**src/rtl/nvm_autoload_pkg.sv**
```systemverilog
package nvm_autoload_pkg;

  typedef enum logic [1:0] {ST_IDLE, ST_REQ, ST_WAIT, ST_DONE} state_e;

  // Fetch steps in fixed order; every step after STEP_SIG owns one capture slot
  typedef enum logic [2:0] {
    STEP_SIG, STEP_CTL, STEP_SSID, STEP_SSVID, STEP_DEVID, STEP_VENID
  } step_e;

  localparam int NUM_SLOTS = 5;

  localparam logic [1:0]  SIG_VALID   = 2'b10;
  localparam logic [15:0] CTL_DEFAULT = 16'h10C7;
  localparam logic [15:0] SSID_DEF    = 16'h0000;
  localparam logic [15:0] SSVID_DEF   = 16'h8086;

  localparam int CTL_LOAD_VD  = 0;
  localparam int CTL_LOAD_SS  = 1;
  localparam int CTL_APM      = 2;
  localparam int CTL_PM       = 6;
  localparam int CTL_AUXPWR   = 7;

  function automatic logic [7:0] step_word(step_e s);
    case (s)
      STEP_SIG:   return 8'h13;
      STEP_CTL:   return 8'h0A;
      STEP_SSID:  return 8'h0B;
      STEP_SSVID: return 8'h0C;
      STEP_DEVID: return 8'h0D;
      default:    return 8'h0E;
    endcase
  endfunction

  function automatic logic [15:0] slot_default(int idx, logic [15:0] def_dev,
                                               logic [15:0] def_ven);
    case (idx)
      0:       return CTL_DEFAULT;
      1:       return SSID_DEF;
      2:       return SSVID_DEF;
      3:       return def_dev;
      default: return def_ven;
    endcase
  endfunction

endpackage

```
**src/rtl/nvm_autoload_seq.sv**
```systemverilog
module nvm_autoload_seq
  import nvm_autoload_pkg::*;
#(
  parameter int ADDR_W = 8
) (
  input  logic              clk,
  input  logic              rst_n,
  input  logic              restart_i,
  output logic              req_valid_o,
  input  logic              req_ready_i,
  output logic [ADDR_W-1:0] req_addr_o,
  input  logic              rsp_valid_i,
  input  logic [15:0]       rsp_data_i,
  output logic              cap_en_o,
  output step_e             cap_step_o,
  output logic              load_def_o,
  output logic              done_o
);

  state_e state_q;
  step_e  step_q;
  logic   want_vd_q;

  always_ff @(posedge clk or negedge rst_n) begin
    if (!rst_n) begin
      state_q   <= ST_IDLE;
      step_q    <= STEP_SIG;
      want_vd_q <= 1'b0;
    end else begin
      case (state_q)
        ST_IDLE: begin
          state_q <= ST_REQ;
          step_q  <= STEP_SIG;
        end
        ST_REQ: if (req_ready_i) state_q <= ST_WAIT;
        ST_WAIT: if (rsp_valid_i) begin
          state_q <= ST_REQ;
          case (step_q)
            STEP_SIG:
              if (rsp_data_i[15:14] == SIG_VALID) step_q <= STEP_CTL;
              else                                state_q <= ST_DONE;
            STEP_CTL: begin
              want_vd_q <= rsp_data_i[CTL_LOAD_VD];
              if (rsp_data_i[CTL_LOAD_SS])      step_q <= STEP_SSID;
              else if (rsp_data_i[CTL_LOAD_VD]) step_q <= STEP_DEVID;
              else                              state_q <= ST_DONE;
            end
            STEP_SSID:  step_q <= STEP_SSVID;
            STEP_SSVID:
              if (want_vd_q) step_q <= STEP_DEVID;
              else           state_q <= ST_DONE;
            STEP_DEVID: step_q <= STEP_VENID;
            default:    state_q <= ST_DONE;
          endcase
        end
        default: if (restart_i) state_q <= ST_IDLE;
      endcase
    end
  end

  assign req_valid_o = (state_q == ST_REQ);
  assign req_addr_o  = ADDR_W'(step_word(step_q));
  assign cap_en_o    = (state_q == ST_WAIT) && rsp_valid_i;
  assign cap_step_o  = step_q;
  assign load_def_o  = (state_q == ST_IDLE);
  assign done_o      = (state_q == ST_DONE);

endmodule

```
**src/rtl/nvm_autoload_regs.sv**
```systemverilog
module nvm_autoload_regs
  import nvm_autoload_pkg::*;
#(
  parameter logic [15:0] DEF_VENDOR_ID = 16'h1AB0,
  parameter logic [15:0] DEF_DEVICE_ID = 16'h0C42
) (
  input  logic        clk,
  input  logic        rst_n,
  input  logic        load_def_i,
  input  logic        cap_en_i,
  input  step_e       cap_step_i,
  input  logic [15:0] cap_data_i,
  output logic [15:0] ctl_o,
  output logic [15:0] ssid_o,
  output logic [15:0] ssvid_o,
  output logic [15:0] devid_o,
  output logic [15:0] venid_o
);

  logic [15:0] slot [NUM_SLOTS];

  for (genvar g = 0; g < NUM_SLOTS; g++) begin : g_slot
    localparam logic [15:0] DEF = slot_default(g, DEF_DEVICE_ID, DEF_VENDOR_ID);
    logic [15:0] q;
    always_ff @(posedge clk or negedge rst_n) begin
      if (!rst_n)                                      q <= DEF;
      else if (load_def_i)                             q <= DEF;
      else if (cap_en_i && (int'(cap_step_i) == g + 1)) q <= cap_data_i;
    end
    assign slot[g] = q;
  end

  assign ctl_o   = slot[0];
  assign ssid_o  = slot[1];
  assign ssvid_o = slot[2];
  assign devid_o = slot[3];
  assign venid_o = slot[4];

endmodule

```
**src/rtl/nvm_autoload_caps.sv**
```systemverilog
module nvm_autoload_caps
  import nvm_autoload_pkg::*;
(
  input  logic [15:0] ctl_i,
  output logic        pme_o,
  output logic        d3cold_o,
  output logic        apm_o
);

  assign pme_o    = ctl_i[CTL_PM];
  assign d3cold_o = ctl_i[CTL_PM] & ctl_i[CTL_AUXPWR];
  assign apm_o    = ctl_i[CTL_APM];

endmodule

```
**src/rtl/nvm_autoload.sv**
```systemverilog
module nvm_autoload
  import nvm_autoload_pkg::*;
#(
  parameter int          ADDR_W        = 8,
  parameter int          REV_W         = 8,
  parameter logic [15:0] DEF_VENDOR_ID = 16'h1AB0,
  parameter logic [15:0] DEF_DEVICE_ID = 16'h0C42
) (
  input  logic              clk,
  input  logic              rst_n,
  input  logic              restart_i,
  output logic              rd_req_valid_o,
  input  logic              rd_req_ready_i,
  output logic [ADDR_W-1:0] rd_addr_o,
  input  logic              rd_rsp_valid_i,
  input  logic [15:0]       rd_rsp_data_i,
  output logic [15:0]       vendor_id_o,
  output logic [15:0]       device_id_o,
  output logic [15:0]       subsys_id_o,
  output logic [15:0]       subsys_vendor_id_o,
  output logic [REV_W-1:0]  revision_o,
  output logic              pme_support_o,
  output logic              d3cold_wake_o,
  output logic              apm_wake_o,
  output logic              done_o
);

  logic        cap_en, load_def;
  step_e       cap_step;
  logic [15:0] ctl;

  nvm_autoload_seq #(.ADDR_W(ADDR_W)) u_seq (
    .clk(clk), .rst_n(rst_n), .restart_i(restart_i),
    .req_valid_o(rd_req_valid_o), .req_ready_i(rd_req_ready_i),
    .req_addr_o(rd_addr_o), .rsp_valid_i(rd_rsp_valid_i),
    .rsp_data_i(rd_rsp_data_i), .cap_en_o(cap_en), .cap_step_o(cap_step),
    .load_def_o(load_def), .done_o(done_o)
  );

  nvm_autoload_regs #(
    .DEF_VENDOR_ID(DEF_VENDOR_ID), .DEF_DEVICE_ID(DEF_DEVICE_ID)
  ) u_regs (
    .clk(clk), .rst_n(rst_n), .load_def_i(load_def), .cap_en_i(cap_en),
    .cap_step_i(cap_step), .cap_data_i(rd_rsp_data_i), .ctl_o(ctl),
    .ssid_o(subsys_id_o), .ssvid_o(subsys_vendor_id_o),
    .devid_o(device_id_o), .venid_o(vendor_id_o)
  );

  nvm_autoload_caps u_caps (
    .ctl_i(ctl), .pme_o(pme_support_o), .d3cold_o(d3cold_wake_o),
    .apm_o(apm_wake_o)
  );

  assign revision_o = '0;

endmodule

```
**config.mk**
```make
export PLATFORM = sky130hd
export DESIGN_NAME = nvm_autoload
export DESIGN_NICKNAME = d
export VERILOG_FILES = /design/src/rtl/nvm_autoload_pkg.sv /design/src/rtl/nvm_autoload_seq.sv /design/src/rtl/nvm_autoload_regs.sv /design/src/rtl/nvm_autoload_caps.sv /design/src/rtl/nvm_autoload.sv
export SDC_FILE = /design/constraint.sdc
export NUM_CORES = 1
export LEC_CHECK = 0
export CORE_ASPECT_RATIO = 2
export CORE_MARGIN = 2
export CORE_UTILIZATION = 50
export DETAILED_ROUTE_END_ITERATION = 6
export PLACE_DENSITY = 0.94
export SLEW_MARGIN = 15
export SYNTH_ARGS = -nofsm -noshare
export SYNTH_HDL_FRONTEND = slang
export SYNTH_SLANG_ARGS = --single-unit
```
**constraint.sdc**
```tcl
create_clock -name clk -period 2.65 [get_ports clk]
set_clock_uncertainty 0.2 [all_clocks]
set_input_delay 0.53 -clock clk [delete_from_list [all_inputs] [get_ports clk]]
set_output_delay 0.53 -clock clk [all_outputs]
set_load 0.05 [all_outputs]
```
=== Yosys cells after proc, flatten, opt, wreduce, memory -nomap -nowiden ===
Cells that the tools add are included.

* Bits in registers: 78
* Word-level logic and storage cells: 74

* Equality and inequality tests: 19
* Multiplexer cells: 27
* Bitwise gates (word level): 1
* Reduce and logical (&&, ||, !) cells: 19

{| class="wikitable"
|+ Operators with widths
! operator !! number
|-
| $mux W16 || 8
|-
| $pmux W5 S5 || 1
|-
| $mux W8 || 2
|-
| $eq A3 B3 Y1 const B || 5
|-
| $mux W3 || 5
|-
| $pmux W3 S5 || 1
|-
| $mux W2 || 7
|-
| $reduce_bool A2 Y1 || 6
|-
| $eq A3 B2 Y1 const B || 3
|-
| $pmux W2 S4 || 1
|-
| $eq A2 B2 Y1 const B || 3
|-
| $logic_and A1 B1 Y1 || 6
|-
| $ne A3 B2 Y1 const B || 2
|-
| $ne A6 B6 Y1 const B || 1
|-
| $pmux W2 S3 || 1
|-
| $pmux W3 S2 || 1
|-
| $reduce_and A3 Y1 || 2
|-
| $reduce_and A6 Y1 || 1
|-
| $ne A4 B4 Y1 const B || 1
|-
| $reduce_bool A4 Y1 || 1
|-
| $eq A3 B1 Y1 const B || 1
|-
| $logic_not A3 Y1 || 1
|-
| $eq A2 B1 Y1 const B || 1
|-
| $logic_not A2 Y1 || 1
|-
| 4 further kinds || 4
|}

=== Depth between registers and ports, before layout ===
Gate-level depths: netlist (run 1).

* Depth in word-level cells: 5
* Depth in mapped cells: 7
* Gate-level depth less buffers: 5

=== By module ===
From an unflattened synthesis (run 1), not the netlist that was laid out.

* Cell total of the unflattened synthesis: 368
* Area total of the unflattened synthesis: 4252.8 µm²

{| class="wikitable"
|+ Modules (own cells, without submodules)
! module !! instances !! cells each !! area an instance (µm²) !! seq. area each (µm²)
|-
| nvm_autoload_regs || 1 || 299 || 3667.3 || 2026.9
|-
| nvm_autoload_seq || 1 || 57 || 500.5 || 150.1
|-
| nvm_autoload || 1 || 9 || 63.8 || 0.0
|-
| nvm_autoload_caps || 1 || 3 || 21.3 || 0.0
|}

=== Least setup slack after synthesis (run 1) ===
No wires, ideal clock.

* Path kind: register to output
* Start: reg u_seq.step_q[1] (netlist: u_seq.cap_step_o[1])
* End: out rd_addr_o[0]
* Arrival time: 1341 ps
* Setup slack: 579 ps
* Cell stages (with the launch flop): 3
* Path buffers: 1
* Cells stage by stage: dfrtp_1 > buf_4 > a21oi_1

* Word-level cells in the longest chain between the ends: 2
* Elaborated cells between the ends (all ways): 6
* Classes of those cells: eq/ne (4); mux (1); reduce/logical (1)

{| class="wikitable"
|+ RTL lines
! what !! line !! RTL
|-
| from (decl) || nvm_autoload_seq.sv:21 || <nowiki>step_e step_q;</nowiki>
|-
| from (signal assigned) || nvm_autoload_seq.sv:27 || <nowiki>step_q <= STEP_SIG;</nowiki>
|-
| from (signal assigned) || nvm_autoload_seq.sv:33 || <nowiki>step_q <= STEP_SIG;</nowiki>
|-
| from (signal assigned) || nvm_autoload_seq.sv:40 || <nowiki>if (rsp_data_i[15:14] == SIG_VALID) step_q <= STEP_CTL;</nowiki>
|-
| $eq A3 B3 Y1 (tied with other cells) || nvm_autoload_pkg.sv:24 || <nowiki>case (s)</nowiki>
|-
| $pmux W5 S5 (*) || nvm_autoload_pkg.sv:24 ||
|-
| to (decl) || nvm_autoload.sv:14 || <nowiki>output logic [ADDR_W-1:0] rd_addr_o,</nowiki>
|}

Mark *: on every way between the ends. The rest lies on a longest branch, timed or not.

=== Worst setup path after layout (run 1) ===
* Start: reg u_seq.step_q[2] (netlist: u_seq.cap_step_o[2])
* End: out rd_addr_o[2]

The elaborated chain is that of the path after synthesis.

==> summary.md, run 1 <==
| Metric | Value |
|---|---|
| Outcome | complete, but fails checks |
| Failing checks | negative hold slack |
| Area of the multi-input gates | 1250 um^2 |
| Worst setup SP type | register |
| Mapped Area | 3320 um^2 |
| GRT Overall Usage | a little over a quarter |
| Synth top area cells | dfrtp_1 (42%), nand2_1 (16%), dfstp_2 (13%) |
| Clock transition at path regs | 0.06 ns |
| Commonest non-fill, non-tap cell in the layout | nand2_1 |
| Final WS setup | 0.0913 ns |
| Detail Placement HPWL | 5860 um |
| Post-Synthesis Mean Instance Area | approximately 9 um^2 |
| Critical path data required time | 1.92 ns |
| End point of the critical path | rd_addr_o[2] |
| First-pass GRT wire length | 14500 um |
| Placeable core area | approximately 6500 um^2 |
| GRT overflow | 0 |
| Fin Setup TNS | 0 ns |
| Clk sinks | 73 |
| Vias per cell | 5.45 |
| Worst-Margin Slew | 0.567 ns |
| CP Cell Sequence | buf_4 > nand2b_1 > clkdlybuf4s50_1 |
| Max frequency | 0.391 GHz |
| Vias in the first global route | 2908 |
| Period utilisation layout | 96.6% |
| Total of max-cap violations | 0 |
| Crit path from | u_seq.cap_step_o[2]$_DFFE_PN0P_ |
| Starting Density | 50.9% |
| I/O Pins | between 100 and 150 |
| Wirelength per Cell | 17.0 um |
| Number of synthesized register bits | 73 |
| Power per cell area | 863 nW/um^2 |
| Final hold violations | 1 |
| Commonest non-fill, non-tap cells in the layout | nand2_1 (138), clkdlybuf4s50_1 (90), dfrtp_1 (56) |
| Post-synth ARST share | 100% |
| Area fraction of the dominant cell type after synthesis | 42.2% |
| Ys Warns | 0 |
| Clk root buf | clkbuf_16 |
| Synth Instances | 366 |
| ANT nets after route | 0 |
| R2R setup slack | 0.70 ns |
| Max clock buf depth | 2 |
| DP Worst Slack | 0.261 ns |
| Area of the die | 7340 um^2 |
| RSZ-0062 raised after global routing | no |
| Worst slew margin | 62.1% |
| Ratio of cells with drive above 1 in the final layout | about 14% |
| Hold Path Class | input pin to async pin |
| Post-CTS Resized | 1 |
| P_leak | around 2.0 nW |
| Top FF cell, synth | dfrtp_1 |
| Max Slew Vio Count | 0 |
| H-tree lvl count | 3 |
| Die W | 61.6 um |
| Critical Path End Type | output pin |
| Crit path largest cell delay | 0.80 ns |
| Setup Buffers After CTS | 0 |
| Initial antenna violation count | 0 |
| Area leader, netlist | dfrtp_1 |
| Worst hold slack | -0.000520 ns |
| Die Ht | 119 um |
| Worst reg2reg path depth | 5 |
| CP max stage cell | clkdlybuf4s50_1 |
| Fill cells | ~500 |
| Routed vias | 3004 |
| Number of enable flip-flop cells after synthesis | 0 |
| Final setup fails | 0 |
| Total Wirelength | 9370 um |
| Final Util | 71.0% |
| Initial DRT Pass Iterations | 5 |
| DRT iter0 DRCs | around 220 |
| Unique masters post-synth | 40 |
| Crit Path Category | register to output pin |
| Worst Path Arrival | 1.83 ns |
| CTS Buf Count | 9 |
| CTS tree | done |
| Final GP Congestion | 0.790 |
| Reg2reg end | u_seq.cap_step_o[1]$_DFFE_PN0P_ |
| Register area share after synthesis | 55.7% |
| Fin crit period | 2.56 ns |
| Reg2reg start | u_seq.cap_step_o[1]$_DFFE_PN0P_ |
| Critical path peak fanout | 11 |
| Post-CTS Hold Fix Bufs | 0 |
| Site Rows | between 40 and 50 |
| Ant diodes | 0 |
| Nets | 479 |
| FF+latch area | 1850 um^2 |
| Area Overhead vs Synth | 39.5% |
| Remaining DRCs | 0 |
| Peak supply drop | 0.813 mV |
| Clock Latency Late Sink | 0.33 ns |
| # port buffers | 94 |
| Largest net degree at the start of global routing | 74 |
==> worst min path at each step <==
stage	endpoint	cells past startpoint
after floorplan	u_regs.devid_o[0]$_DFFE_PN0P_	0
after global placement	u_regs.venid_o[9]$_DFFE_PN1P_	2
after detailed placement	u_regs.ssvid_o[7]$_DFFE_PN1P_	2
after CTS	u_regs.devid_o[3]$_DFFE_PN0P_	2
after global routing	u_regs.devid_o[0]$_DFFE_PN0P_	2
final	u_regs.devid_o[3]$_DFFE_PN0P_	2
==> Yosys cell counts, types with 2 or more instances <==
cell / n
nor2b_1: 2
buf_4: 19
a21oi_1: 52
and3_2: 2
nand3_1: 23
nand2_1: 138
nand2b_1: 3
dfstp_2: 17
and3b_2: 2
buf_2: 2
buf_6: 3
clkbuf_1: 10
nor2_1: 8
and2_1: 3
dfrtp_1: 56
inv_1: 2
==> kinds of logic after synthesis <==
| logic type | after synthesis | synth area share [%] |
|---|---|---|
| simple gates | 191 | 25.2 |
| flops | 73 | 55.7 |
| other cells | 1 | 0.113 |
| buf+inv | 39 | 7.81 |
| compound gates | 61 | 10.8 |
| mux | 1 | 0.339 |
==> power by group <==
part / leakage [nW] / switching [mW] / internal, mW / total [mW]
sequential: 0.953 / 0.0739 / 1.22 / 1.30
clock: 0.166 / 0.452 / 0.943 / 1.40
combinational: 0.896 / 0.882 / 0.421 / 1.30
==> area by class of cell <==
type | instances | share of cell area [%]
Multi-Input combinational cell | 264 | 27.1
Clock buffer | 11 | 5.25
Sequential cell | 73 | 39.9
Timing Repair Buffer | 107 | 22.7
Tap cell | 88 | 2.38
Clock inverter | 5 | 2.22
Inverter | 3 | 0.352
==> state kept, by name, indices dropped and copies added (netlist names) <==
register and count:
u_regs.devid_o 16, u_regs.ssid_o 16, u_regs.ssvid_o 16, u_regs.venid_o 16
u_regs.ctl_o 3, u_seq.cap_step_o 3, u_seq.state_q 2, u_seq.want_vd_q 1
==> layer usage <==
layer	wire, um	global-route usage (%)	vias to the layer above
met5	0	0	-
met4	273	11.2	0
li1	-	-	1356
met2	4600	40.1	196
met1	3560	36.0	1427
met3	933	7.27	25
==> stage by stage <==
step | power, mW | hold WS, ns | instance area [um^2] | instances
after floorplan | 2.21 | 0.0344 | 3350 | 376
after global placement | 2.59 | 0.276 | 4280 | 535
after detailed placement | 2.61 | 0.283 | 4280 | 535
after CTS | 4.01 | 0.0272 | 4630 | 551
after global routing | 4.13 | 0.0389 | 4630 | 551
final | 4.00 | -0.000520 | 4630 | 551
==> worst max-delay path: cells and delay by family (launching register included) <==
kind	cells	cell delay, ns
flops	1	0.37
simple gates	1	0.13
buf+inv	2	0.99
Power figures use the tool's default switching activity.
==> run 2, diff against run 1 <==
--- a/config.mk
+++ b/config.mk
@@ -6,4 +6,5 @@
 export NUM_CORES = 1
 export LEC_CHECK = 0
+export ABC_AREA = 0
 export CORE_ASPECT_RATIO = 2
 export CORE_MARGIN = 2
==> constraint.sdc (replaced) <==
create_clock -name clk -period 2.65 [get_ports clk]
set_clock_uncertainty 0.2 [all_clocks]
set_input_delay 0.3975 -clock clk [delete_from_list [all_inputs] [get_ports clk]]
set_output_delay 0.3975 -clock clk [all_outputs]
set_load 0.05 [all_outputs]
==> summary.md, run 2 (synthesized netlist as in run 1, its figures left out) <==
| Metric | Value |
|---|---|
| Outcome | finished clean |
| Hold Path Class | register to register |
| Fin crit period | 2.52 ns (-0.0397 ns) |
| Max frequency | 0.397 GHz (+1.6%) |
| Worst-Margin Slew | 0.581 ns (+0.0141 ns) |
| I/O Pins | 106 (unchanged) |
| Max Slew Vio Count | 0 (unchanged) |
| Die W | 61.6 um (unchanged) |
| H-tree lvl count | 3 (unchanged) |
| CP max stage cell | clkdlybuf4s50_1 |
| Critical path data required time | 2.05 ns (+0.13 ns) |
| WP buf/inv | 1 (-1) |
| Routed vias | 2970 (-1.1%) |
| Crit path from | u_seq.cap_step_o[1]$_DFFE_PN0P_ |
| Clk root buf | clkbuf_16 |
| P_leak | 2.00 nW (-0.78%) |
| R2R setup slack | 0.47 ns (-0.23 ns) |
| Clk sinks | 73 (unchanged) |
| Worst Path Arrival | 1.92 ns (+0.09 ns) |
| CTS Buf Count | 9 (unchanged) |
| Vias per cell | 5.42 (-0.59%) |
| CTS tree | done |
| Setup Buffers After CTS | 0 (unchanged) |
| Placeable core area | 6520 um^2 (unchanged) |
| Switching share of power | 37.7% (+2.4 points) |
| Worst hold slack | 0.291 ns (+0.292 ns) |
| Peak supply drop | 0.947 mV (+17%) |
| Crit Path Category | register to output pin |
| Clock transition at path regs | 0.06 ns (about the same) |
| Placed insts | 531 (-0.75%) |
| Nets | 476 (-0.63%) |
| Worst slew margin | 61.2% (-0.92 points) |
| First-pass GRT wire length | 14800 um (+1.6%) |
| Site Rows | 42 (unchanged) |
| Initial antenna violation count | 0 (unchanged) |
| Worst reg2reg path depth | 4 (-1) |
| Power per cell area | 825 nW/um^2 (-4.5%) |
| CP Cell Sequence | a21oi_1 > clkdlybuf4s50_1 |
| Die Ht | 119 um (unchanged) |
| Ratio of cells with drive above 1 in the final layout | 13.3% (-0.78 points) |
| Final setup fails | 0 (unchanged) |
| Commonest non-fill, non-tap cell in the layout | nand2_1 |
| GRT Overall Usage | 27.1% (+0.37 points) |
| Commonest non-fill, non-tap cells in the layout | nand2_1 (138), clkdlybuf4s50_1 (89), dfrtp_1 (56) |
| Final hold violations | 0 (-1) |
| ANT nets after route | 0 (unchanged) |
| Final GP Congestion | 0.772 (-2.2%) |
| Vias in the first global route | 2954 (+1.6%) |
| # port buffers | 94 (unchanged) |
| Ant diodes | 0 (unchanged) |
| Largest net degree at the start of global routing | 52 (-30%) |
| Area of the die | 7340 um^2 (unchanged) |
| Crit-path leading delay family | buffers and inverters |
| Total Wirelength | 9350 um (-0.23%) |
| End point of the critical path | rd_addr_o[0] |
| Sw power | 1.42 mW (+0.51%) |
| Critical Path End Type | output pin |
| Crit path largest cell delay | 0.84 ns (+0.04 ns) |
| Detail Placement HPWL | 5960 um (+1.7%) |
| Initial DRT Pass Iterations | 5 (unchanged) |
| Int Pwr | 2.34 mW (-9.5%) |
| Area Overhead vs Synth | 37.3% |
| Max clock buf depth | 2 (unchanged) |
| Final Util | 69.9% (-1.1 points) |
| Clk pwr share | 32.7% (-2.2 points) |
| Remaining DRCs | 0 (unchanged) |
| Fin cells | 548 (-0.54%) |
| Wirelength per Cell | 17.1 um (+0.31%) |
| Total of max-cap violations | 0 (unchanged) |
| Clock Latency Late Sink | 0.33 ns (about the same) |
| GRT overflow | 0 (unchanged) |
| Period utilisation layout | 95.1% (-1.5 points) |
| Reg2reg start | u_seq.cap_step_o[0]$_DFFE_PN0P_ |
| Critical path peak fanout | 14 (+3) |
| Starting Density | 50.9% (unchanged) |
| RSZ-0062 raised after global routing | no |
| Crit. path cell count | 2 (-1) |
| Worst setup SP type | register |
| Fin Setup TNS | 0 ns (unchanged) |
| Sequential Power Share | 35.8% (+3.4 points) |
| Reg2reg end | u_regs.ssvid_o[3]$_DFFE_PN0P_ |
| DRT iter0 DRCs | 193 (-11%) |
| Combinational share of power | 31.5% (-1.1 points) |
run 2: cell count changes in the layout (fill, tap and decap cells not counted):
cell and delta:
clkinv_4 +2, buf_12 -2, buf_4 -3, clkbuf_1 -1
dlymetal6s2s_1 +3, bufinv_16 -2, dlygate4sd2_1 -1, dlygate4sd3_1 +1
clkinvlp_4 +1, clkdlybuf4s50_1 -1
run 2: worst min path at each step:
stage	slack [ns]	startpoint	cells past startpoint	endpoint
2_1_floorplan	-0.1	rst_n	0	u_regs.devid_o[0]$_DFFE_PN0P_
3_3_place_gp	0.17	rst_n	1	u_regs.devid_o[0]$_DFFE_PN0P_
3_5_place_dp	0.17	rst_n	1	u_regs.devid_o[0]$_DFFE_PN0P_
4_1_cts	0.29	u_regs.devid_o[11]$_DFFE_PN1P_	2	u_regs.devid_o[11]$_DFFE_PN1P_
5_1_grt	0.30	u_regs.ssvid_o[7]$_DFFE_PN1P_	2	u_regs.ssvid_o[7]$_DFFE_PN1P_
6_report	0.29	u_regs.devid_o[11]$_DFFE_PN1P_	2	u_regs.devid_o[11]$_DFFE_PN1P_
run 2: cell type report:
cell class | instances | area [um^2]
multi-input combinational | 264 | 1250
timing repair buffer | 104 | 1020
fill | 490 | 1960
sequential | 73 | 1850
clock inverter | 6 | 67.6
clock buffer | 10 | 239
inverter | 3 | 16.3
tap | 88 | 110
run 2: tightest hold or removal path: stages (launching register included):
cell	delay, ns
dfstp_2	0.37
nand2_1	0.05
nand3_1	0.06
run 2: repair_timing:
action,CTS,global route
endpoints found under the setup margin,0,3
hold buffers,1,0
gates resized for setup,0,3
endpoints found under the hold margin,15,0
run 2: power by group through the flow:
stage / registers, mW / logic (mW) / clock network, mW
2_1_floorplan: 1.45 / 0.763 / 0
3_3_place_gp: 1.35 / 1.16 / 0
3_5_place_dp: 1.35 / 1.18 / 0
4_1_cts: 1.34 / 1.19 / 1.24
5_1_grt: 1.36 / 1.25 / 1.29
6_report: 1.34 / 1.18 / 1.23
run 2: metrics by stage:
stage	total power, mW	worst slack [ns]	instance area (um^2)
final	3.76	0.131	4550
after global routing	3.90	0.0703	4550
after CTS	3.77	0.00891	4550
after detailed placement	2.53	0.363	4230
after global placement	2.51	0.395	4230
after floorplan	2.21	0.712	3350
run 2: layer usage:
layer  GRT usage [%]  part of all wire [%]
met3            6.51                   9.5
met4            11.7                   3.2
met5               0                     0
met1            36.5                    38
met2            40.9                    49
